==> config.mk <==
export PLATFORM = sky130hd
export DESIGN_NAME = dma_xfer_ctrl
export DESIGN_NICKNAME = d
export VERILOG_FILES = /design/src/rtl/dmx_pkg.sv /design/src/rtl/dmx_cfg_regs.sv /design/src/rtl/dmx_datapath.sv /design/src/rtl/dmx_seq.sv /design/src/rtl/dma_xfer_ctrl.sv
export SDC_FILE = /design/constraint.sdc
export NUM_CORES = 1
export LEC_CHECK = 0
export ABC_CLOCK_PERIOD_IN_PS = 1500
export BUFFER_PORTS_ARGS = -buffer_cell sky130_fd_sc_hd__clkbuf_2
export CAP_MARGIN = 20
export CORE_MARGIN = 2
export CORE_UTILIZATION = 25
export DETAILED_ROUTE_END_ITERATION = 8
export GPL_ROUTABILITY_DRIVEN = 0
export SLEW_MARGIN = 30
export SYNTH_ARGS = -nofsm -noshare
export SYNTH_HDL_FRONTEND = slang
export SYNTH_SLANG_ARGS = --single-unit
==> constraint.sdc <==
create_clock -name clk -period 1.5 [get_ports clk]
set_input_delay 0.15 -clock clk [delete_from_list [all_inputs] [get_ports clk]]
set_output_delay 0.15 -clock clk [all_outputs]
set_load 0.01 [all_outputs]
==> src/rtl/dmx_pkg.sv <==
package dmx_pkg;

    typedef enum logic [1:0] {
        MD_BURST = 2'd0,
        MD_STEAL = 2'd1,
        MD_SHARE = 2'd2,
        MD_RSVD  = 2'd3
    } dmx_mode_e;

    typedef enum logic [1:0] {
        ST_IDLE    = 2'd0,
        ST_RELWAIT = 2'd1,
        ST_OWN     = 2'd2,
        ST_RDLAT   = 2'd3
    } dmx_state_e;

endpackage

==> src/rtl/dmx_cfg_regs.sv <==
module dmx_cfg_regs
    import dmx_pkg::*;
(
    input  logic       clk,
    input  logic       rst_n,
    input  logic       wr_en,
    input  logic       idle,
    input  logic       dir_in,
    input  logic [1:0] mode_in,
    output logic       dir_q,
    output dmx_mode_e  mode_q
);

    typedef struct packed {
        logic      dir;
        dmx_mode_e mode;
    } cfg_t;

    cfg_t cur_q, nxt_d;

    always_comb begin
        nxt_d = cur_q;
        if (wr_en && idle) begin
            nxt_d.dir  = dir_in;
            nxt_d.mode = dmx_mode_e'(mode_in);
        end
    end

    always_ff @(posedge clk) begin
        if (!rst_n) begin
            cur_q <= '{dir: 1'b0, mode: MD_BURST};
        end else begin
            cur_q <= nxt_d;
        end
    end

    assign dir_q  = cur_q.dir;
    assign mode_q = cur_q.mode;

    AST_CFG_FROZEN_BUSY: assert property (@(posedge clk) disable iff (!rst_n)
        !idle |=> $stable(cur_q)) else $error("cfg changed while busy");

endmodule

==> src/rtl/dmx_datapath.sv <==
module dmx_datapath #(
    parameter int AW = 16,
    parameter int CW = 8
) (
    input  logic          clk,
    input  logic          rst_n,
    input  logic          load,
    input  logic [AW-1:0] addr_in,
    input  logic [CW-1:0] count_in,
    input  logic          step,
    output logic [AW-1:0] addr_q,
    output logic          cnt_zero,
    output logic          cnt_last
);

    localparam logic [AW-1:0] ADDR_INC = AW'(1);
    localparam logic [CW-1:0] CNT_DEC  = CW'(1);

    typedef struct packed {
        logic [AW-1:0] addr;
        logic [CW-1:0] cnt;
    } dp_t;

    dp_t cur_q, nxt_d;

    always_comb begin
        nxt_d = cur_q;
        if (load) begin
            nxt_d.addr = addr_in;
            nxt_d.cnt  = count_in;
        end else if (step) begin
            nxt_d.addr = cur_q.addr + ADDR_INC;
            nxt_d.cnt  = cur_q.cnt - CNT_DEC;
        end
    end

    always_ff @(posedge clk) begin
        if (!rst_n) begin
            cur_q <= '0;
        end else begin
            cur_q <= nxt_d;
        end
    end

    assign addr_q   = cur_q.addr;
    assign cnt_zero = (cur_q.cnt == '0);
    assign cnt_last = (cur_q.cnt == CNT_DEC);

    AST_NO_UNDERFLOW: assert property (@(posedge clk) disable iff (!rst_n)
        step |-> !cnt_zero) else $error("count stepped at zero");

    AST_NO_LOAD_DURING_STEP: assert property (@(posedge clk) disable iff (!rst_n)
        step |-> !load) else $error("load while moving");

endmodule

==> src/rtl/dmx_seq.sv <==
module dmx_seq
    import dmx_pkg::*;
(
    input  logic      clk,
    input  logic      rst_n,
    input  logic      start,
    input  logic      cnt_zero,
    input  logic      cnt_last,
    input  logic      dir,
    input  dmx_mode_e mode,
    input  logic      bus_grant,
    input  logic      per_ready,
    input  logic      cpu_slot,
    output logic      idle,
    output logic      bus_req,
    output logic      mem_en,
    output logic      mem_we,
    output logic      per_ack,
    output logic      step,
    output logic      done_irq
);

    typedef struct packed {
        dmx_state_e st;
        logic       done;
    } seq_t;

    seq_t       cur_q, nxt_d;
    logic       go;
    logic       period_end;
    logic       steal_mode;
    dmx_state_e after_st;

    always_comb begin
        steal_mode = (mode == MD_STEAL);
        go         = bus_grant && per_ready && !((mode == MD_SHARE) && cpu_slot);
        period_end = cnt_last || steal_mode;
        if (cnt_last) begin
            after_st = ST_IDLE;
        end else if (steal_mode) begin
            after_st = ST_RELWAIT;
        end else begin
            after_st = ST_OWN;
        end

        nxt_d      = cur_q;
        nxt_d.done = 1'b0;
        bus_req    = 1'b0;
        mem_en     = 1'b0;
        mem_we     = 1'b0;
        per_ack    = 1'b0;
        step       = 1'b0;

        unique case (cur_q.st)
            ST_IDLE: begin
                if (start) begin
                    if (cnt_zero) begin
                        nxt_d.done = 1'b1;
                    end else begin
                        nxt_d.st = ST_RELWAIT;
                    end
                end
            end
            ST_RELWAIT: begin
                if (!bus_grant && (!steal_mode || per_ready)) begin
                    nxt_d.st = ST_OWN;
                end
            end
            ST_OWN: begin
                bus_req = 1'b1;
                if (go) begin
                    mem_en = 1'b1;
                    if (!dir) begin
                        mem_we     = 1'b1;
                        per_ack    = 1'b1;
                        step       = 1'b1;
                        bus_req    = !period_end;
                        nxt_d.st   = after_st;
                        nxt_d.done = cnt_last;
                    end else begin
                        nxt_d.st = ST_RDLAT;
                    end
                end
            end
            ST_RDLAT: begin
                per_ack    = 1'b1;
                step       = 1'b1;
                bus_req    = !period_end;
                nxt_d.st   = after_st;
                nxt_d.done = cnt_last;
            end
            default: nxt_d.st = ST_IDLE;
        endcase
    end

    always_ff @(posedge clk) begin
        if (!rst_n) begin
            cur_q <= '{st: ST_IDLE, done: 1'b0};
        end else begin
            cur_q <= nxt_d;
        end
    end

    assign idle     = (cur_q.st == ST_IDLE);
    assign done_irq = cur_q.done;

    AST_STEAL_SINGLE: assert property (@(posedge clk) disable iff (!rst_n)
        (steal_mode && step) |=> !bus_req) else $error("steal kept bus");

    AST_REQ_AFTER_LOW_GRANT: assert property (@(posedge clk) disable iff (!rst_n)
        $rose(bus_req) |-> !$past(bus_grant)) else $error("request while grant high");

    AST_DONE_QUIET: assert property (@(posedge clk) disable iff (!rst_n)
        done_irq |-> (!bus_req && !mem_en)) else $error("done with bus active");

    AST_SHARE_SLOT: assert property (@(posedge clk) disable iff (!rst_n)
        ((mode == MD_SHARE) && mem_en) |-> !cpu_slot) else $error("slot clash");

    AST_READ_THEN_ACK: assert property (@(posedge clk) disable iff (!rst_n)
        (mem_en && !mem_we) |=> per_ack) else $error("read not delivered");

endmodule

==> src/rtl/dma_xfer_ctrl.sv <==
module dma_xfer_ctrl
    import dmx_pkg::*;
#(
    parameter int AW = 16,
    parameter int CW = 8,
    parameter int DW = 8
) (
    input  logic          clk,
    input  logic          rst_n,
    input  logic          cfg_we,
    input  logic [AW-1:0] cfg_addr,
    input  logic [CW-1:0] cfg_count,
    input  logic          cfg_dir,
    input  logic [1:0]    cfg_mode,
    input  logic          cfg_start,
    output logic          bus_req,
    input  logic          bus_grant,
    input  logic          cpu_slot,
    output logic          mem_en,
    output logic          mem_we,
    output logic [AW-1:0] mem_addr,
    output logic [DW-1:0] mem_wdata,
    input  logic [DW-1:0] mem_rdata,
    input  logic          per_ready,
    input  logic [DW-1:0] per_rdata,
    output logic          per_ack,
    output logic [DW-1:0] per_wdata,
    output logic          done_irq
);

    logic      idle;
    logic      dir_q;
    dmx_mode_e mode_q;
    logic      cnt_zero;
    logic      cnt_last;
    logic      step;

    dmx_cfg_regs u_cfg (
        .clk     (clk),
        .rst_n   (rst_n),
        .wr_en   (cfg_we),
        .idle    (idle),
        .dir_in  (cfg_dir),
        .mode_in (cfg_mode),
        .dir_q   (dir_q),
        .mode_q  (mode_q)
    );

    dmx_datapath #(.AW(AW), .CW(CW)) u_dp (
        .clk      (clk),
        .rst_n    (rst_n),
        .load     (cfg_we && idle),
        .addr_in  (cfg_addr),
        .count_in (cfg_count),
        .step     (step),
        .addr_q   (mem_addr),
        .cnt_zero (cnt_zero),
        .cnt_last (cnt_last)
    );

    dmx_seq u_seq (
        .clk       (clk),
        .rst_n     (rst_n),
        .start     (cfg_start),
        .cnt_zero  (cnt_zero),
        .cnt_last  (cnt_last),
        .dir       (dir_q),
        .mode      (mode_q),
        .bus_grant (bus_grant),
        .per_ready (per_ready),
        .cpu_slot  (cpu_slot),
        .idle      (idle),
        .bus_req   (bus_req),
        .mem_en    (mem_en),
        .mem_we    (mem_we),
        .per_ack   (per_ack),
        .step      (step),
        .done_irq  (done_irq)
    );

    assign mem_wdata = per_rdata;
    assign per_wdata = mem_rdata;

    AST_MEM_AFTER_REQ: assert property (@(posedge clk) disable iff (!rst_n)
        mem_en |-> $past(bus_req)) else $error("memory used without request");

    AST_WRITE_WITH_ACK: assert property (@(posedge clk) disable iff (!rst_n)
        (mem_en && mem_we) |-> per_ack) else $error("write without peripheral ack");

endmodule

==> results of run 1 <==
state kept, by name, summed over array words and instances (netlist names):
name / cells
u_seq.done_irq: 1
u_seq.cur_q: 2
u_cfg.mode_q: 2
u_dp.addr_q: 16
u_cfg.dir_q: 1
u_dp.cur_q: 8
per-stage QoR:
stage	setup slack [ns]	hold slack, ns	cells	util (%)	total power, uW
after CTS	-0.0902	0.0849	387	34.3	2760
after global routing	-0.253	0.0822	392	35.7	2950
after global placement	-0.134	0.300	374	30.4	1830
final	-0.149	0.0791	392	35.7	2780
after detailed placement	-0.135	0.300	374	30.4	1840
after floorplan	-0.0163	0.280	233	-	1590
synth_stat cells (all sizes together), types with 3 or more instances:
master  count  area (um^2)
clkbuf      7         26.3
inv         5         18.8
nor2        9         33.8
nor3        4         20.0
o21ai      24          120
nand3      17         85.1
nor4        5         31.3
a21oi      22          110
dfxtp      30          601
ha          4         50.1
a31oi       3         18.8
nand2      21         78.8
nand4       6         37.5
and3        3         18.8
buf        35          260
xnor2       9         78.8
xor2       11         96.3
metal layers:
| layer | part of all wire [%] | wire length, um | track usage [%] |
|---|---|---|---|
| met5 | 0 | 0 | 0 |
| met4 | 1.3 | 70 | 5.43 |
| met3 | 7.7 | 418 | 4.11 |
| met2 | 49 | 2640 | 22.3 |
| met1 | 42 | 2290 | 16.9 |
final cells by class:
type	instances	area share, %
Clock buffer	6	3.22
Inverter	5	1.27
Sequential cell	30	23.7
Multi-Input combinational cell	156	42.5
Tap cell	99	4.83
Clock inverter	1	1.17
Timing Repair Buffer	95	23.3
power breakdown:
part	switching [uW]	leakage (uW)	internal, uW
clock	318	0.0000573	531
combinational	479	0.000821	432
sequential	105	0.000250	918
total	902	0.00113	1880
worst paths after layout:
| path | to | slack (ns) | depth (start not counted) |
|---|---|---|---|
| max reg2reg | u_dp.addr_q[10] | -0.15 | 7 |
| max | u_dp.addr_q[10] | -0.15 | 7 |
| min | u_cfg.mode_q[1] | 0.08 | 3 |
| min reg2reg | u_dp.addr_q[1] | 0.50 | 2 |
critical path, stage by stage (launching register included):
cell and delay, ns:
dfxtp_1 0.31, nand3b_1 0.22, a32oi_2 0.28, bufinv_8 0.25
buf_4 0.14, nand4_1 0.08, xor2_1 0.16, a21oi_1 0.08
cells by family (layout without fill, tap and decap cells):
kind of cell | Yosys count | after routing
AO/OA/AOI/OAI | 56 | 56
XOR/XNOR | 20 | 20
adder cells (fa/ha/maj) | 4 | 4
buffers and inverters | 47 | 107
flip-flops | 30 | 30
AND/OR/NAND/NOR | 76 | 76
timing repair:
action / in CTS / in global routing
endpoints found under the setup margin: 14 / 28
resized for setup: 25 / 19
hold endpoints to repair: 0 / 0
setup buffers: 6 / 5
pin swaps: 15 / 18
==> results.txt, run 1 <==
status - complete, but fails checks
violations in the final reports - negative setup slack
worst hold path startpoint - cfg_mode[1]
Clock Tree Buf Depth - 2
residual DRC count - 0
final net count - 347
Pwr Density - 1090 nW/um^2
fillcell total - 762
placed cell area - 2180 um^2
routed wire length - 5410 um
most common cell after layout, fill and taps aside - clkbuf_2
final hold violation count - 0
RSZ-0062 raised after global routing - true
Sink Count - 30
vias in the first global route - 1719
clk root buf - clkbuf_8
capturing element type of the critical path - register
finished layout cell area - 2560 um^2
hold crit path type - input port to register
# diodes - 0
largest net degree at the start of global routing - 28
die area - 8030 um^2
Slew Limit Fails - 0
Post-synth ARST share - 0%
post-synthesis sequential area ratio - 32.8%
Initial Util - 25.5%
fmax - 606 MHz
Post-synth EDFFs - 0
R2R Path Start - u_cfg.mode_q[0]
die height - 89.6 um
Yosys warning count - 0
leak pwr - 0.00113 uW
compound-gate portion of the synthesized area - 17.3%
number of buffers created by CTS - 5
max-cap viol count - 0
Worst Path Required - 1.67 ns
XOR/XNOR Fraction of Synth Area - 9.56%
global-route wire length before repair - 8250 um
Startpoint Class - register
FF/Latch Area - 607 um^2
Core Area - 7180 um^2
Post-Synthesis Cells - 233
mux cell area share after synthesis - 0%
detailed-route via count - 1787
I/O pins - 87
commonest cells after routing, fill and taps aside - clkbuf_2 (51), buf_4 (38), dfxtp_1 (25), a21oi_1 (21), o21ai_0 (20)
GRT overflow - 0
Least-Margin Pin Slew - 0.378 ns
std cell rows - 31
initial antenna violation count - 0
Multi-input gate area - 1090 um^2
Post-Synth Adder-Cell Area - 2.73%
# port buffers - 54
cts hold-fix bufs - 0
predominant post-synthesis flop cell - dfxtp_1
CTS tree - yes
worst vdd ir - 0.000478 V
Setup crit start - u_cfg.mode_q[0]
Final Skew - 0.0100 ns
Reg clk slew, reported paths - 0.07 ns
Routed WL per cell - 13.8 um
setup TNS - -1.33 ns
# setup viols final - 18
width of the die - 89.6 um
Initial DRC Count - 72
vias per inst - 4.56
fin crit share - 110%
layout cell share with drive strength beyond 1 - 45.4%
1st-pass router iterations - 4
Mean Syn Cell Area - 7.87 um^2
worst setup path category - register to register
Post-DRT Antenna Nets - 0
Worst Path Max Fanout - 8
H-tree lvl count - 2
Post-DP HPWL - 3740 um
Total GRT Usage - 13.7%
synthesis-to-finish area growth - 39.8%
Worst Path Arrival - 1.82 ns
Netlist cell types - 37
synthesized cell area - 1830 um^2
clk_lat worst skew - 0.29 ns
Max-slew headroom - 74.8%
flops & latches, synth - 30
combinational family with the most area after synthesis - simple AND/OR/NAND/NOR gates
min Tclk post-route - 1.65 ns
setup ws final - -0.149 ns
Mapped Nets - 287
post-synthesis simple-gate area fraction - 21.0%
Power figures use the tool's default switching activity.
==> run 2: changes to the inputs <==
--- a/config.mk
+++ b/config.mk
@@ -6,11 +6,11 @@
 export NUM_CORES = 1
 export LEC_CHECK = 0
 export ABC_CLOCK_PERIOD_IN_PS = 1500
-export BUFFER_PORTS_ARGS = -buffer_cell sky130_fd_sc_hd__clkbuf_2
 export CAP_MARGIN = 20
 export CORE_MARGIN = 2
 export CORE_UTILIZATION = 25
 export DETAILED_ROUTE_END_ITERATION = 8
+export DONT_BUFFER_PORTS = 1
 export GPL_ROUTABILITY_DRIVEN = 0
 export SLEW_MARGIN = 30
 export SYNTH_ARGS = -nofsm -noshare
==> results.txt, run 2 (same netlist as run 1, synthesis figures left out) <==
worst vdd ir - 0.000391 V (-18%)
Routed WL per cell - 15.3 um (+11%)
# diodes - 0 (unchanged)
max-cap viol count - 0 (unchanged)
Multi-input gate area - 1060 um^2 (-2.2%)
violations in the final reports - negative setup slack
min Tclk post-route - 1.57 ns (-0.0766 ns)
Total GRT Usage - 13.2% (-0.46 points)
# port buffers - 0 (-100%)
residual DRC count - 0 (unchanged)
fillcell total - 762 (unchanged)
synthesis-to-finish area growth - 21.8%
clk root buf - clkbuf_8
Initial DRC Count - 50 (-31%)
I/O pins - 87 (unchanged)
fin crit share - 105% (-5.1 points)
global-route wire length before repair - 8050 um (-2.4%)
Post-DP HPWL - 3540 um (-5.4%)
CTS tree - yes
Post-Layout Cell Count - 333 (-15%)
Post-DRT Antenna Nets - 0 (unchanged)
commonest cells after routing, fill and taps aside - buf_4 (28), dfxtp_1 (25), o21ai_0 (23), a21oi_1 (21), nand2_1 (18)
max reg flops - 16 (unchanged)
setup TNS - -0.206 ns (+1.13 ns)
Least-Margin Pin Slew - 0.459 ns (+0.0806 ns)
hold crit path type - input port to register
1st-pass router iterations - 4 (unchanged)
Sink Count - 30 (unchanged)
Worst Path Max Fanout - 4 (-4)
# setup viols final - 10 (-8)
Final Skew - 0.00975 ns (-0.000283 ns)
fmax - 636 MHz (+4.9%)
clk_lat worst skew - 0.29 ns (about the same)
width of the die - 89.6 um (unchanged)
Pwr Density - 1180 nW/um^2 (+8.7%)
largest net degree at the start of global routing - 46 (+64%)
capturing element type of the critical path - primary output
Max-slew headroom - 69.3% (-5.5 points)
worst setup path category - register to primary output
Core Area - 7180 um^2 (unchanged)
status - complete, but fails checks
Startpoint Class - register
Clock Tree Buf Depth - 2 (unchanged)
setup ws final - -0.0724 ns (+0.0766 ns)
Worst Path Arrival - 1.42 ns (-0.40 ns)
layout cell share with drive strength beyond 1 - 29.1% (-16 points)
initial antenna violation count - 0 (unchanged)
std cell rows - 31 (unchanged)
H-tree lvl count - 2 (unchanged)
Worst Path Required - 1.35 ns (-0.32 ns)
Slew Limit Fails - 0 (unchanged)
routed wire length - 5090 um (-5.9%)
vias in the first global route - 1609 (-6.4%)
final hold violation count - 0 (unchanged)
final net count - 287 (-17%)
number of buffers created by CTS - 5 (unchanged)
Reg clk slew, reported paths - 0.07 ns (about the same)
detailed-route via count - 1609 (-10%)
Initial Util - 25.5% (unchanged)
die area - 8030 um^2 (unchanged)
leak pwr - 0.000809 uW (-28%)
vias per inst - 4.83 (+6.0%)
most common cell after layout, fill and taps aside - buf_4
die height - 89.6 um (unchanged)
RSZ-0062 raised after global routing - true
FF/Latch Area - 609 um^2 (+0.41%)
placed instance count - 318 (-15%)
GRT overflow - 0 (unchanged)
[run 2: changes by cell type in the layout (fill, tap and decap cells not counted), moves of 2 or more]
cell	previous run	this run
buf_4	38	28
o21ai_0	20	23
clkinv_2	0	2
buf_2	3	0
clkbuf_2	51	0
dlygate4sd3_1	0	4
o21ai_1	3	1
[run 2: per-stage QoR]
stage | total power [uW] | utilization (%) | hold WS (ns) | instance area, um^2 | worst slack, ns
after floorplan | 1590 | - | 0.280 | 1850 | -0.0163
after global placement | 1710 | 26.6 | 0.291 | 1910 | -0.0644
after detailed placement | 1720 | 26.6 | 0.285 | 1910 | -0.116
after CTS | 2600 | 29.7 | 0.000718 | 2130 | -0.0652
after global routing | 2800 | 31.1 | 0.00254 | 2230 | -0.124
final | 2640 | 31.1 | 0.00148 | 2230 | -0.0724
[run 2: timing repair]
item                       4_1_cts  5_1_grt
setup endpoints to repair       15       25
buffers inserted                 2        1
pin swaps                        8        9
gates resized for setup         12       22
hold buffers                     4        0
hold endpoints to repair        11        0
[run 2: power breakdown]
group	total, uW	internal [uW]	switching [uW]
Combinational	791	360	431
Sequential	1030	917	110
Clock	817	488	328
[run 2: area by class of cell]
type                       count  share of cell area, %
inverter                       5                   1.46
multi-input combinational    156                   47.7
clock buffer                   5                   3.08
clock inverter                 3                   1.79
sequential                    30                   27.3
tap                           99                   5.55
timing repair buffer          35                   13.1
[run 2: per-layer routing]
metal	vias to the layer above	global-route usage, %	wire length [um]
li1	792	-	-
met4	0	4.34	54
met1	761	16.4	2180
met2	49	21.5	2420
met5	-	0	0
met3	7	4.57	439
[run 2: path summary, 6_finish.rpt]
check	start	endpoint	slack, ns	cells after the start
worst max-delay path	u_dp.cur_q[2]	bus_req	-0.07	5
worst min-delay path	cfg_mode[0]	u_cfg.mode_q[0]	0.001	2
worst max register to register	u_cfg.dir_q	u_dp.cur_q[7]	-0.03	6
worst min register to register	u_dp.cur_q[5]	u_dp.cur_q[5]	0.56	2
[run 2: worst max-delay path, cell delays in order (launching register included)]
cell and delay [ns]:
dfxtp_2 0.36, nor4_4 0.27, buf_4 0.16, nand3_2 0.07
a21oi_2 0.18, nor2b_2 0.08
